### src/rtl/adcrd_pkg.sv
package adcrd_pkg;
  // Serial clock sequencer phases
  typedef enum logic [1:0] {
    PH_IDLE = 2'd0,
    PH_LEAD = 2'd1,
    PH_HIGH = 2'd2,
    PH_LOW  = 2'd3
  } phase_e;
endpackage

### src/rtl/adcrd_edge_det.sv
module adcrd_edge_det (
  input  logic clk,
  input  logic rst_n,
  input  logic line_n,
  output logic start
);
  logic line_q;

  always_ff @(posedge clk or negedge rst_n) begin
    if (!rst_n) line_q <= 1'b1;
    else        line_q <= line_n;
  end

  // previous sample high, current sample low
  assign start = line_q & ~line_n;
endmodule

### src/rtl/adcrd_sclk_seq.sv
module adcrd_sclk_seq
  import adcrd_pkg::*;
#(
  parameter int DIV_W = 2,
  parameter int CNT_W = 4
) (
  input  logic             clk,
  input  logic             rst_n,
  input  logic             start,
  input  logic [DIV_W-1:0] div_sel,
  input  logic             frame_done,
  output logic             sclk,
  output logic             sample_en,
  output logic             overrun
);
  phase_e           phase_q, phase_d;
  logic [CNT_W-1:0] cnt_q, cnt_d;
  logic [CNT_W-1:0] half_q, half_d;
  logic             sclk_q, sclk_d;
  logic             over_q, over_d;
  logic [CNT_W-1:0] lead_len, end_val;
  logic             phase_end, busy;

  always_comb begin
    lead_len  = (half_q < CNT_W'(2)) ? CNT_W'(2) : half_q;
    end_val   = (phase_q == PH_LEAD) ? lead_len : half_q;
    busy      = (phase_q != PH_IDLE);
    phase_end = busy && (cnt_q == end_val - CNT_W'(1));
    sample_en = phase_end && ((phase_q == PH_LEAD) || (phase_q == PH_LOW));
  end

  always_comb begin
    phase_d = phase_q;
    cnt_d   = cnt_q;
    half_d  = half_q;
    sclk_d  = sclk_q;
    over_d  = start && busy;
    if (start) begin
      phase_d = PH_LEAD;
      cnt_d   = '0;
      half_d  = CNT_W'(1) << div_sel;
      sclk_d  = 1'b0;
    end else begin
      unique case (phase_q)
        PH_IDLE: ;
        PH_LEAD, PH_LOW: begin
          if (phase_end) begin
            phase_d = PH_HIGH;
            cnt_d   = '0;
            sclk_d  = 1'b1;
          end else begin
            cnt_d = cnt_q + CNT_W'(1);
          end
        end
        PH_HIGH: begin
          if (phase_end) begin
            phase_d = frame_done ? PH_IDLE : PH_LOW;
            cnt_d   = '0;
            sclk_d  = 1'b0;
          end else begin
            cnt_d = cnt_q + CNT_W'(1);
          end
        end
        default: phase_d = PH_IDLE;
      endcase
    end
  end

  always_ff @(posedge clk or negedge rst_n) begin
    if (!rst_n) begin
      phase_q <= PH_IDLE;
      cnt_q   <= '0;
      half_q  <= CNT_W'(1);
      sclk_q  <= 1'b0;
      over_q  <= 1'b0;
    end else begin
      phase_q <= phase_d;
      cnt_q   <= cnt_d;
      half_q  <= half_d;
      sclk_q  <= sclk_d;
      over_q  <= over_d;
    end
  end

  assign sclk    = sclk_q;
  assign overrun = over_q;
endmodule

### src/rtl/adcrd_deser.sv
module adcrd_deser #(
  parameter int NUM_CH = 4,
  parameter int WORD_W = 24,
  parameter int CH_W   = 2,
  parameter int BIT_W  = 5
) (
  input  logic              clk,
  input  logic              rst_n,
  input  logic              start,
  input  logic              sample_en,
  input  logic              sdo,
  output logic              word_valid,
  output logic [WORD_W-1:0] word_data,
  output logic [CH_W-1:0]   word_chan,
  output logic              frame_last,
  output logic              frame_done
);
  logic [WORD_W-1:0] shreg_q, shreg_d;
  logic [BIT_W-1:0]  bit_q, bit_d;
  logic [CH_W-1:0]   ch_q, ch_d;
  logic              done_q, done_d;
  logic              valid_q, valid_d;
  logic [WORD_W-1:0] data_q, data_d;
  logic [CH_W-1:0]   chan_q, chan_d;
  logic              last_q, last_d;
  logic              word_end, last_ch;

  always_comb begin
    word_end = sample_en && (bit_q == BIT_W'(WORD_W-1));
    last_ch  = (ch_q == CH_W'(NUM_CH-1));
    shreg_d  = sample_en ? {shreg_q[WORD_W-2:0], sdo} : shreg_q;
    bit_d    = bit_q;
    ch_d     = ch_q;
    done_d   = done_q;
    if (start) begin
      bit_d  = '0;
      ch_d   = '0;
      done_d = 1'b0;
    end else if (sample_en) begin
      if (word_end) begin
        bit_d  = '0;
        ch_d   = last_ch ? '0 : ch_q + CH_W'(1);
        done_d = done_q | last_ch;
      end else begin
        bit_d = bit_q + BIT_W'(1);
      end
    end
    // word delivery is independent of a restart on the same edge
    valid_d = word_end;
    data_d  = word_end ? shreg_d : data_q;
    chan_d  = word_end ? ch_q : chan_q;
    last_d  = word_end && last_ch;
  end

  always_ff @(posedge clk or negedge rst_n) begin
    if (!rst_n) begin
      shreg_q <= '0;
      bit_q   <= '0;
      ch_q    <= '0;
      done_q  <= 1'b0;
      valid_q <= 1'b0;
      data_q  <= '0;
      chan_q  <= '0;
      last_q  <= 1'b0;
    end else begin
      shreg_q <= shreg_d;
      bit_q   <= bit_d;
      ch_q    <= ch_d;
      done_q  <= done_d;
      valid_q <= valid_d;
      data_q  <= data_d;
      chan_q  <= chan_d;
      last_q  <= last_d;
    end
  end

  assign word_valid = valid_q;
  assign word_data  = data_q;
  assign word_chan  = chan_q;
  assign frame_last = last_q;
  assign frame_done = done_q;
endmodule

### src/rtl/adc_tdm_reader.sv
module adc_tdm_reader #(
  parameter int NUM_CH = 4,
  parameter int WORD_W = 24,
  parameter int DIV_W  = 2,
  localparam int CH_W     = (NUM_CH > 1) ? $clog2(NUM_CH) : 1,
  localparam int BIT_W    = $clog2(WORD_W),
  localparam int MAX_HALF = 1 << ((1 << DIV_W) - 1),
  localparam int CNT_W    = $clog2(MAX_HALF) + 1
) (
  input  logic              clk,
  input  logic              rst_n,
  input  logic [DIV_W-1:0]  div_sel,
  input  logic              drdy_n,
  input  logic              sdo,
  output logic              sclk,
  output logic              word_valid,
  output logic [WORD_W-1:0] word_data,
  output logic [CH_W-1:0]   word_chan,
  output logic              frame_last,
  output logic              overrun
);
  logic [1:0] rs_q;
  logic       rst_sync_n;
  logic       start, sample_en, frame_done;

  always_ff @(posedge clk or negedge rst_n) begin
    if (!rst_n) rs_q <= 2'b00;
    else        rs_q <= {rs_q[0], 1'b1};
  end
  assign rst_sync_n = rs_q[1];

  adcrd_edge_det u_edge (
    .clk    (clk),
    .rst_n  (rst_sync_n),
    .line_n (drdy_n),
    .start  (start)
  );

  adcrd_sclk_seq #(.DIV_W(DIV_W), .CNT_W(CNT_W)) u_seq (
    .clk        (clk),
    .rst_n      (rst_sync_n),
    .start      (start),
    .div_sel    (div_sel),
    .frame_done (frame_done),
    .sclk       (sclk),
    .sample_en  (sample_en),
    .overrun    (overrun)
  );

  adcrd_deser #(.NUM_CH(NUM_CH), .WORD_W(WORD_W), .CH_W(CH_W), .BIT_W(BIT_W)) u_deser (
    .clk        (clk),
    .rst_n      (rst_sync_n),
    .start      (start),
    .sample_en  (sample_en),
    .sdo        (sdo),
    .word_valid (word_valid),
    .word_data  (word_data),
    .word_chan  (word_chan),
    .frame_last (frame_last),
    .frame_done (frame_done)
  );
endmodule

### config.mk
export PLATFORM = sky130hd
export DESIGN_NAME = adc_tdm_reader
export DESIGN_NICKNAME = d
export VERILOG_FILES = /design/src/rtl/adcrd_pkg.sv /design/src/rtl/adcrd_edge_det.sv /design/src/rtl/adcrd_sclk_seq.sv /design/src/rtl/adcrd_deser.sv /design/src/rtl/adc_tdm_reader.sv
export SDC_FILE = /design/constraint.sdc
export NUM_CORES = 1
export LEC_CHECK = 0
export ABC_AREA = 0
export CORE_UTILIZATION = 35
export DETAILED_ROUTE_END_ITERATION = 6
export GPL_TIMING_DRIVEN = 0
export PLACE_DENSITY = 0.6
export SLEW_MARGIN = 20
export SYNTH_ARGS = -nofsm -noshare
export SYNTH_HDL_FRONTEND = slang
export SYNTH_SLANG_ARGS = --single-unit
### constraint.sdc
create_clock -name clk -period 2.5 [get_ports clk]
set_clock_uncertainty 0.2 [all_clocks]
set_input_delay 0.5 -clock clk [delete_from_list [all_inputs] [get_ports clk]]
set_output_delay 0.5 -clock clk [all_outputs]
set_load 0.1 [all_outputs]
Word level (Yosys, flattened, before mapping)
Index checks and enable logic that the tools add are counted.
Widths: inputs -> output; s select.

word-level totals
  memories = 0
  bits in registers = 75
  word-level logic and storage cells = 72
  RAM bits = 0
  ROM bits = 0
  input bits = 6
  bits in latches = 0

cells by class
  div/mod/pow operators = 0
  magnitude comparators = 1
  $mul = 0
  mux-type cells = 25
  shift operators = 1
  reduce and logical (&&, ||, !) cells = 15
  bitwise logic cells = 3
  add/sub/neg operators = 4
  eq/ne operators = 8

operators with widths
  operator             count
  $mux 24              1
  $mux 4               5
  $mux 2               8
  $mux 5               3
  $reduce_bool 2->1    4
  $eq 2x2->1 const B   3
  $mux 1               6
  $ne 3x1->1 const B   2
  $add 5x1->5 const B  1
  $eq 5x5->1 const B   1
  $logic_and 1x1->1    5
  $add 4x1->4 const B  1
  $eq 4x4->1           1
  $lt 4x2->1 const B   1
  $pmux 2 s2           1
  $shl 1x2->4 const A  1
  $sub 4x1->4 const B  1
  $reduce_and 3->1     1
  $reduce_bool 3->1    1
  $reduce_or 3->1      1
  $add 2x1->2 const B  1
  $eq 2x1->1 const B   1
  $pmux 1 s2           1
  $reduce_and 2->1     1
  other kinds (5)      5

Logic depth before layout (Yosys ltp)
  depth after elaboration = 11
  gate-level depth with buffers = 11
  gate-level depth less buffers = 9

Hierarchy
Synthesis repeated with hierarchy kept, for this count alone.

unflattened totals
  cells, all modules = 219
  area total of the unflattened synthesis = 3103.0 sq um

modules (own cells, without submodules)
  module          area each (sq um)  times used  cells an instance
  adcrd_deser     2306.0             1           148
  adcrd_sclk_seq  703.2              1           66
  adc_tdm_reader  53.8               1           3
  adcrd_edge_det  40.0               1           2

Worst setup path after synthesis
Ideal clock, no wire load.

  path type = register to register
  start point = reg u_seq.phase_q[0]
  end point = reg u_deser.data_q[10] (netlist: u_deser.word_data[10])
  clock period less this slack = 3.157 ns
  path slack = -0.657 ns
  buffers on the path = 2
  arrival time = 2.831 ns
  stages on the path, launching flop included = 11
  cells stage by stage = dfrtp_1 or3b_4 o31ai_1 ha_1 xnor2_1 nor3_1 o21ai_1 or3_4 buf_6 buf_8 mux2_4

between the ends
  longest elaborated chain between the ends = 7

RTL lines
  item                                          line                                        source
  start, declared                               adcrd_sclk_seq.sv:16                        phase_e phase_q, phase_d;
  start signal, assigned                        adcrd_sclk_seq.sv:77                        phase_q <= phase_d;
  $eq 2x1->1                                    adcrd_sclk_seq.sv:26, adcrd_sclk_seq.sv:29
  $mux 4                                        adcrd_sclk_seq.sv:26                        end_val = (phase_q == PH_LEAD) ? lead_len : half_q;
  $sub 4x1->4                                   adcrd_sclk_seq.sv:28                        phase_end = busy && (cnt_q == end_val - CNT_W'(1));
  $eq 4x4->1                                    adcrd_sclk_seq.sv:28
  $logic_and 1x1->1                             adcrd_sclk_seq.sv:28
  $logic_and 1x1->1 *                           adcrd_sclk_seq.sv:29                        sample_en = phase_end && ((phase_q == PH_LEAD) || (phase_q == PH_LOW));
  $mux 24 or $logic_and 1x1->1 (tied branches)  adcrd_deser.sv:31, adcrd_deser.sv:29
  end signal, assigned                          adcrd_deser.sv:71                           data_q <= data_d;
  end, declared                                 adcrd_deser.sv:23                           logic [WORD_W-1:0] data_q, data_d;

Every way passes the cells marked *; elsewhere a longest branch is shown, timed or not.
A chain may end at the register's enable or synchronous reset.

Worst setup path after layout
  start point = reg u_seq.half_q[3]
  end point = reg u_deser.data_q[15] (netlist: u_deser.word_data[15])

between the ends
  longest elaborated chain between the ends = 8

RTL lines
  item                                          line                                  source
  start, declared                               adcrd_sclk_seq.sv:18                  logic [CNT_W-1:0] half_q, half_d;
  start signal, assigned                        adcrd_sclk_seq.sv:79                  half_q <= half_d;
  $lt 4x2->1                                    adcrd_sclk_seq.sv:25                  lead_len = (half_q < CNT_W'(2)) ? CNT_W'(2) : half_q;
  $mux 4                                        adcrd_sclk_seq.sv:25
  $mux 4 *                                      adcrd_sclk_seq.sv:26
  $sub 4x1->4 *                                 adcrd_sclk_seq.sv:28
  $eq 4x4->1 *                                  adcrd_sclk_seq.sv:28
  $logic_and 1x1->1 *                           adcrd_sclk_seq.sv:28
  $logic_and 1x1->1 *                           adcrd_sclk_seq.sv:29
  $mux 24 or $logic_and 1x1->1 (tied branches)  adcrd_deser.sv:31, adcrd_deser.sv:29

Marked as above.

==> impl_metrics.prom <==
# TYPE chip_impl_metric gauge
chip_impl_metric{name="finalCritPeriodShare",unit=""} 1.22
chip_impl_metric{name="insertedDiodeCount",unit=""} 0
chip_impl_metric{name="initialDrtViolationCount",unit=""} 68
chip_impl_metric{name="report.power.total",unit="mW"} 3.63
chip_impl_metric{name="p_switching",unit="mW"} 1.18
chip_impl_metric{name="synth-async-reset-ratio",unit=""} 1.00
chip_impl_metric{name="core",unit="µm²"} 8720
chip_impl_metric{name="path_clk_slew",unit="ns"} 0.07
chip_impl_metric{name="max_slew.worst_pin.slew",unit="ns"} 0.982
chip_impl_metric{name="ff2ff_path_depth",unit=""} 10
chip_impl_metric{name="synth.avg_cell_area",unit="µm²"} 13.3
chip_impl_metric{name="globalRouteOverflowTotal",unit=""} 0
chip_impl_metric{name="final_util",unit=""} 0.484
chip_impl_metric{name="initial_utilization",unit=""} 0.362
chip_impl_metric{name="dieHeight",unit="µm"} 97.0
chip_impl_info{name="synth.largest_area_cell",value="dfrtp_1"} 1
chip_impl_metric{name="synth_top_cell_area_share",unit=""} 0.571
chip_impl_metric{name="clock_power_share",unit=""} 0.249
chip_impl_metric{name="fin_nets",unit=""} 312
chip_impl_metric{name="setup.reg_to_reg.worst_slack",unit="ns"} -0.56
chip_impl_info{name="setup_crit_end_kind",value="flip-flop"} 1
chip_impl_metric{name="power.sequential.fraction",unit=""} 0.395
chip_impl_metric{name="grt_antenna_before_repair",unit=""} 0
chip_impl_metric{name="wire_length_of_the_first_global_routing_pass",unit="mm"} 10.6
chip_impl_metric{name="place.detailed.hpwl",unit="mm"} 3.75
chip_impl_metric{name="detailroute.via_count",unit=""} 2043
chip_impl_metric{name="setup_tns",unit="ns"} -29.70
chip_impl_metric{name="ys.warnings.count",unit=""} 0
chip_impl_metric{name="synthCells",unit=""} 237
chip_impl_info{name="root_buffer",value="clkbuf_8"} 1
chip_impl_info{name="ys_top_cells_by_count",value="dfrtp_1, mux2_2, nand2_1"} 1
chip_impl_metric{name="layout-drive-gt1-share",unit=""} 0.353
chip_impl_metric{name="io_pins",unit=""} 36
chip_impl_info{name="grt_setup_unrepaired",value="yes"} 1
chip_impl_metric{name="intPower",unit="mW"} 2.45
chip_impl_metric{name="cts.path.max_buffers",unit=""} 2
chip_impl_metric{name="pin_count_of_the_biggest_net_entering_global_routing",unit=""} 50
chip_impl_info{name="post-synth-top-count-cell",value="dfrtp_1"} 1
chip_impl_metric{name="required",unit="ns"} 2.52
chip_impl_metric{name="place.gp.congestion",unit=""} 0.848
chip_impl_metric{name="htree_levels",unit=""} 3
chip_impl_info{name="synth_flop_cell",value="dfrtp_1"} 1
chip_impl_metric{name="ant_nets",unit=""} 0
chip_impl_metric{name="synth_nets",unit=""} 247
chip_impl_metric{name="postLayoutSetupSlackWorst",unit="ns"} -0.561
chip_impl_metric{name="preCtsSetupSlack",unit="ns"} -0.843
chip_impl_metric{name="report.final.setup_viol",unit=""} 66
chip_impl_metric{name="vias_in_the_first_global_route",unit=""} 2151
chip_impl_metric{name="i_o_buffers",unit=""} 35
chip_impl_metric{name="drv_cap",unit=""} 0
chip_impl_info{name="worst_hold_path_type",value="flip-flop to async pin"} 1
chip_impl_metric{name="mappedNetlistArea",unit="µm²"} 3160
chip_impl_metric{name="postCtsHoldBufs",unit=""} 0
chip_impl_metric{name="timing.hold.ws",unit="ns"} 0.0353
chip_impl_metric{name="placed_cell_area",unit="µm²"} 3730
chip_impl_metric{name="timing.final.max_slew_violations",unit=""} 0
chip_impl_metric{name="die-area",unit="µm²"} 9400
chip_impl_metric{name="synth-edff-count",unit=""} 0
chip_impl_metric{name="final-instance-count-excl-fill",unit=""} 414
chip_impl_metric{name="p_leak",unit="nW"} 2.16
chip_impl_metric{name="ys_types",unit=""} 47
chip_impl_metric{name="vias_per_instance",unit=""} 4.93
chip_impl_metric{name="clk_latency",unit="ns"} 0.34
chip_impl_metric{name="std_cell_rows",unit=""} 34
chip_impl_metric{name="synth-seq-area-share",unit=""} 0.587
chip_impl_info{name="cp-startpoint",value="u_seq.half_q[3]$_DFFE_PN0P_"} 1
chip_impl_metric{name="detail_route.drc_violations",unit=""} 0
chip_impl_metric{name="final_cell_area",unit="µm²"} 4220
chip_impl_metric{name="placed_cells_incl_taps",unit=""} 381
chip_impl_info{name="critPathLaunchType",value="flip-flop"} 1
chip_impl_metric{name="fmax",unit="GHz"} 0.327
chip_impl_metric{name="ys_ff_latch",unit=""} 74
chip_impl_metric{name="totalWireLength",unit="mm"} 6.05
chip_impl_metric{name="grtUsageTotal",unit=""} 0.143
chip_impl_info{name="yosys-top-cells-area",value="dfrtp_1, mux2_2, mux2_4"} 1
chip_impl_metric{name="tritoncts_num_sinks",unit=""} 74
chip_impl_metric{name="comb_power_share",unit=""} 0.356
chip_impl_metric{name="fillCellCount",unit=""} 770
chip_impl_metric{name="power.share.switching",unit=""} 0.325
chip_impl_info{name="timing.rr.start",value="u_seq.half_q[3]$_DFFE_PN0P_"} 1
chip_impl_info{name="violations_in_the_final_reports",value="negative setup slack"} 1
chip_impl_metric{name="avgRoutedWirePerCell",unit="µm"} 14.6
chip_impl_info{name="cts_tree",value="done"} 1
chip_impl_metric{name="worst_slew_margin_rel",unit=""} 0.348
chip_impl_metric{name="cp_data_arrival_time",unit="ns"} 3.08
chip_impl_metric{name="firstDrtPassIters",unit=""} 4
chip_impl_metric{name="path_max_fanout",unit=""} 5
chip_impl_metric{name="syn2layout_area_growth",unit="%"} 33.8
chip_impl_info{name="r2r_end",value="u_deser.word_data[15]$_DFFE_PN0P_"} 1
chip_impl_info{name="critical_path.endpoint",value="u_deser.word_data[15]$_DFFE_PN0P_"} 1
chip_impl_metric{name="cts_inserted_buffers",unit=""} 9
chip_impl_info{name="status",value="complete, but fails checks"} 1
chip_impl_metric{name="power.density",unit="nW/µm²"} 860
chip_impl_metric{name="fin_crit",unit="ns"} 3.06
chip_impl_metric{name="worst_ir_drop_vdd",unit="µV"} 431
chip_impl_metric{name="timing_hold_violations_final",unit=""} 0
chip_impl_metric{name="fp.dieW",unit="µm"} 97.0
chip_impl_info{name="crit_type",value="flip-flop to flip-flop"} 1
==> critical path, stage by stage (launching register included) <==
cell and delay, ns:
dfrtp_1 0.39, or3b_4 0.42, o31ai_2 0.19, ha_2 0.20
xor3_1 0.25, nor3_4 0.23, o21ai_4 0.10, or3_4 0.39
buf_8 0.15, buf_12 0.13, mux2_4 0.29
==> registers in the layout, summed over array words and instances (netlist names) <==
signal / count
u_deser.frame_last: 1
u_deser.word_valid: 1
u_seq.overrun: 1
u_edge.line_q: 1
u_deser.word_chan: 2
u_seq.phase_q: 2
u_seq.sclk: 1
u_seq.half_q: 4
u_deser.word_data: 24
rs_q: 2
u_seq.cnt_q: 4
u_deser.ch_q: 2
u_deser.frame_done: 1
u_deser.bit_q: 5
u_deser.shreg_q: 23
==> cell usage in the layout, fill, tap and decap left out, types with 7 or more instances in the layout <==
cell type	synthesis	layout
buf_4	1	9
dlygate4sd2_1	0	30
mux2_4	10	33
nand2_1	20	20
buf_6	2	8
dfrtp_1	72	70
nor2_1	7	7
clkbuf_8	0	10
nand3_1	10	10
mux2_2	39	16
==> repair_timing <==
item	CTS	global route
hold endpoints to repair	0	0
endpoints found under the setup margin	96	66
setup buffers	15	3
cloned	3	0
gates resized for setup	63	15
pin swaps	7	5
==> how the worst min path moves through the flow <==
| stage | cells past startpoint | slack (ns) | from | end |
|---|---|---|---|---|
| 2_1_floorplan | 0 | 0.004 | rst_n | rs_q[0]$_DFF_PN0_ |
| 3_3_place_gp | 0 | 0.14 | rs_q[0]$_DFF_PN0_ | rs_q[1]$_DFF_PN0_ |
| 3_5_place_dp | 0 | 0.04 | rs_q[1]$_DFF_PN0_ | u_deser.word_data[2]$_DFFE_PN0P_ |
| 4_1_cts | 0 | 0.05 | rs_q[1]$_DFF_PN0_ | u_deser.word_data[2]$_DFFE_PN0P_ |
| 5_1_grt | 0 | 0.06 | rs_q[1]$_DFF_PN0_ | u_deser.shreg_q[13]$_DFF_PN0_ |
| 6_report | 0 | 0.04 | rs_q[1]$_DFF_PN0_ | u_deser.word_data[2]$_DFFE_PN0P_ |
==> metal layers <==
metal  global-route usage  vias to the layer above  part of all wire
li1                     -                      974                 -
met1                0.191                     1026              0.48
met2                0.211                       34              0.46
met3               0.0448                        9             0.036
met4               0.0654                        0             0.020
met5                    0                        -                 0
==> area by class of cell <==
type / instances / area [µm²] / area share
clock inverters: 5 / 55.1 / 0.0130
flip-flops and latches: 74 / 1860 / 0.440
well taps: 108 / 135 / 0.0320
repair buffers: 55 / 566 / 0.134
multi-input cells: 150 / 1370 / 0.325
clock buffers: 10 / 138 / 0.0326
inverters: 2 / 7.51 / 0.00178
plain buffers: 10 / 91.3 / 0.0216
==> power by group through the flow <==
stage | combinational (mW) | sequential (mW) | clock, mW
3_3_place_gp | 0.906 | 1.48 | 0
2_1_floorplan | 0.700 | 1.51 | 0
3_5_place_dp | 0.938 | 1.47 | 0
6_report | 1.29 | 1.43 | 0.904
4_1_cts | 1.28 | 1.43 | 0.937
5_1_grt | 1.41 | 1.45 | 0.988
==> cell families after synthesis <==
kind of cell / synth area share
other: 0.00119
XOR/XNOR: 0.0131
AND/OR/NAND/NOR: 0.106
multiplexers: 0.196
flip-flops: 0.587
adder cells (fa/ha/maj): 0.0159
buffers and inverters: 0.0258
AO/OA/AOI/OAI: 0.0547
(Power assumes the default switching activity.)
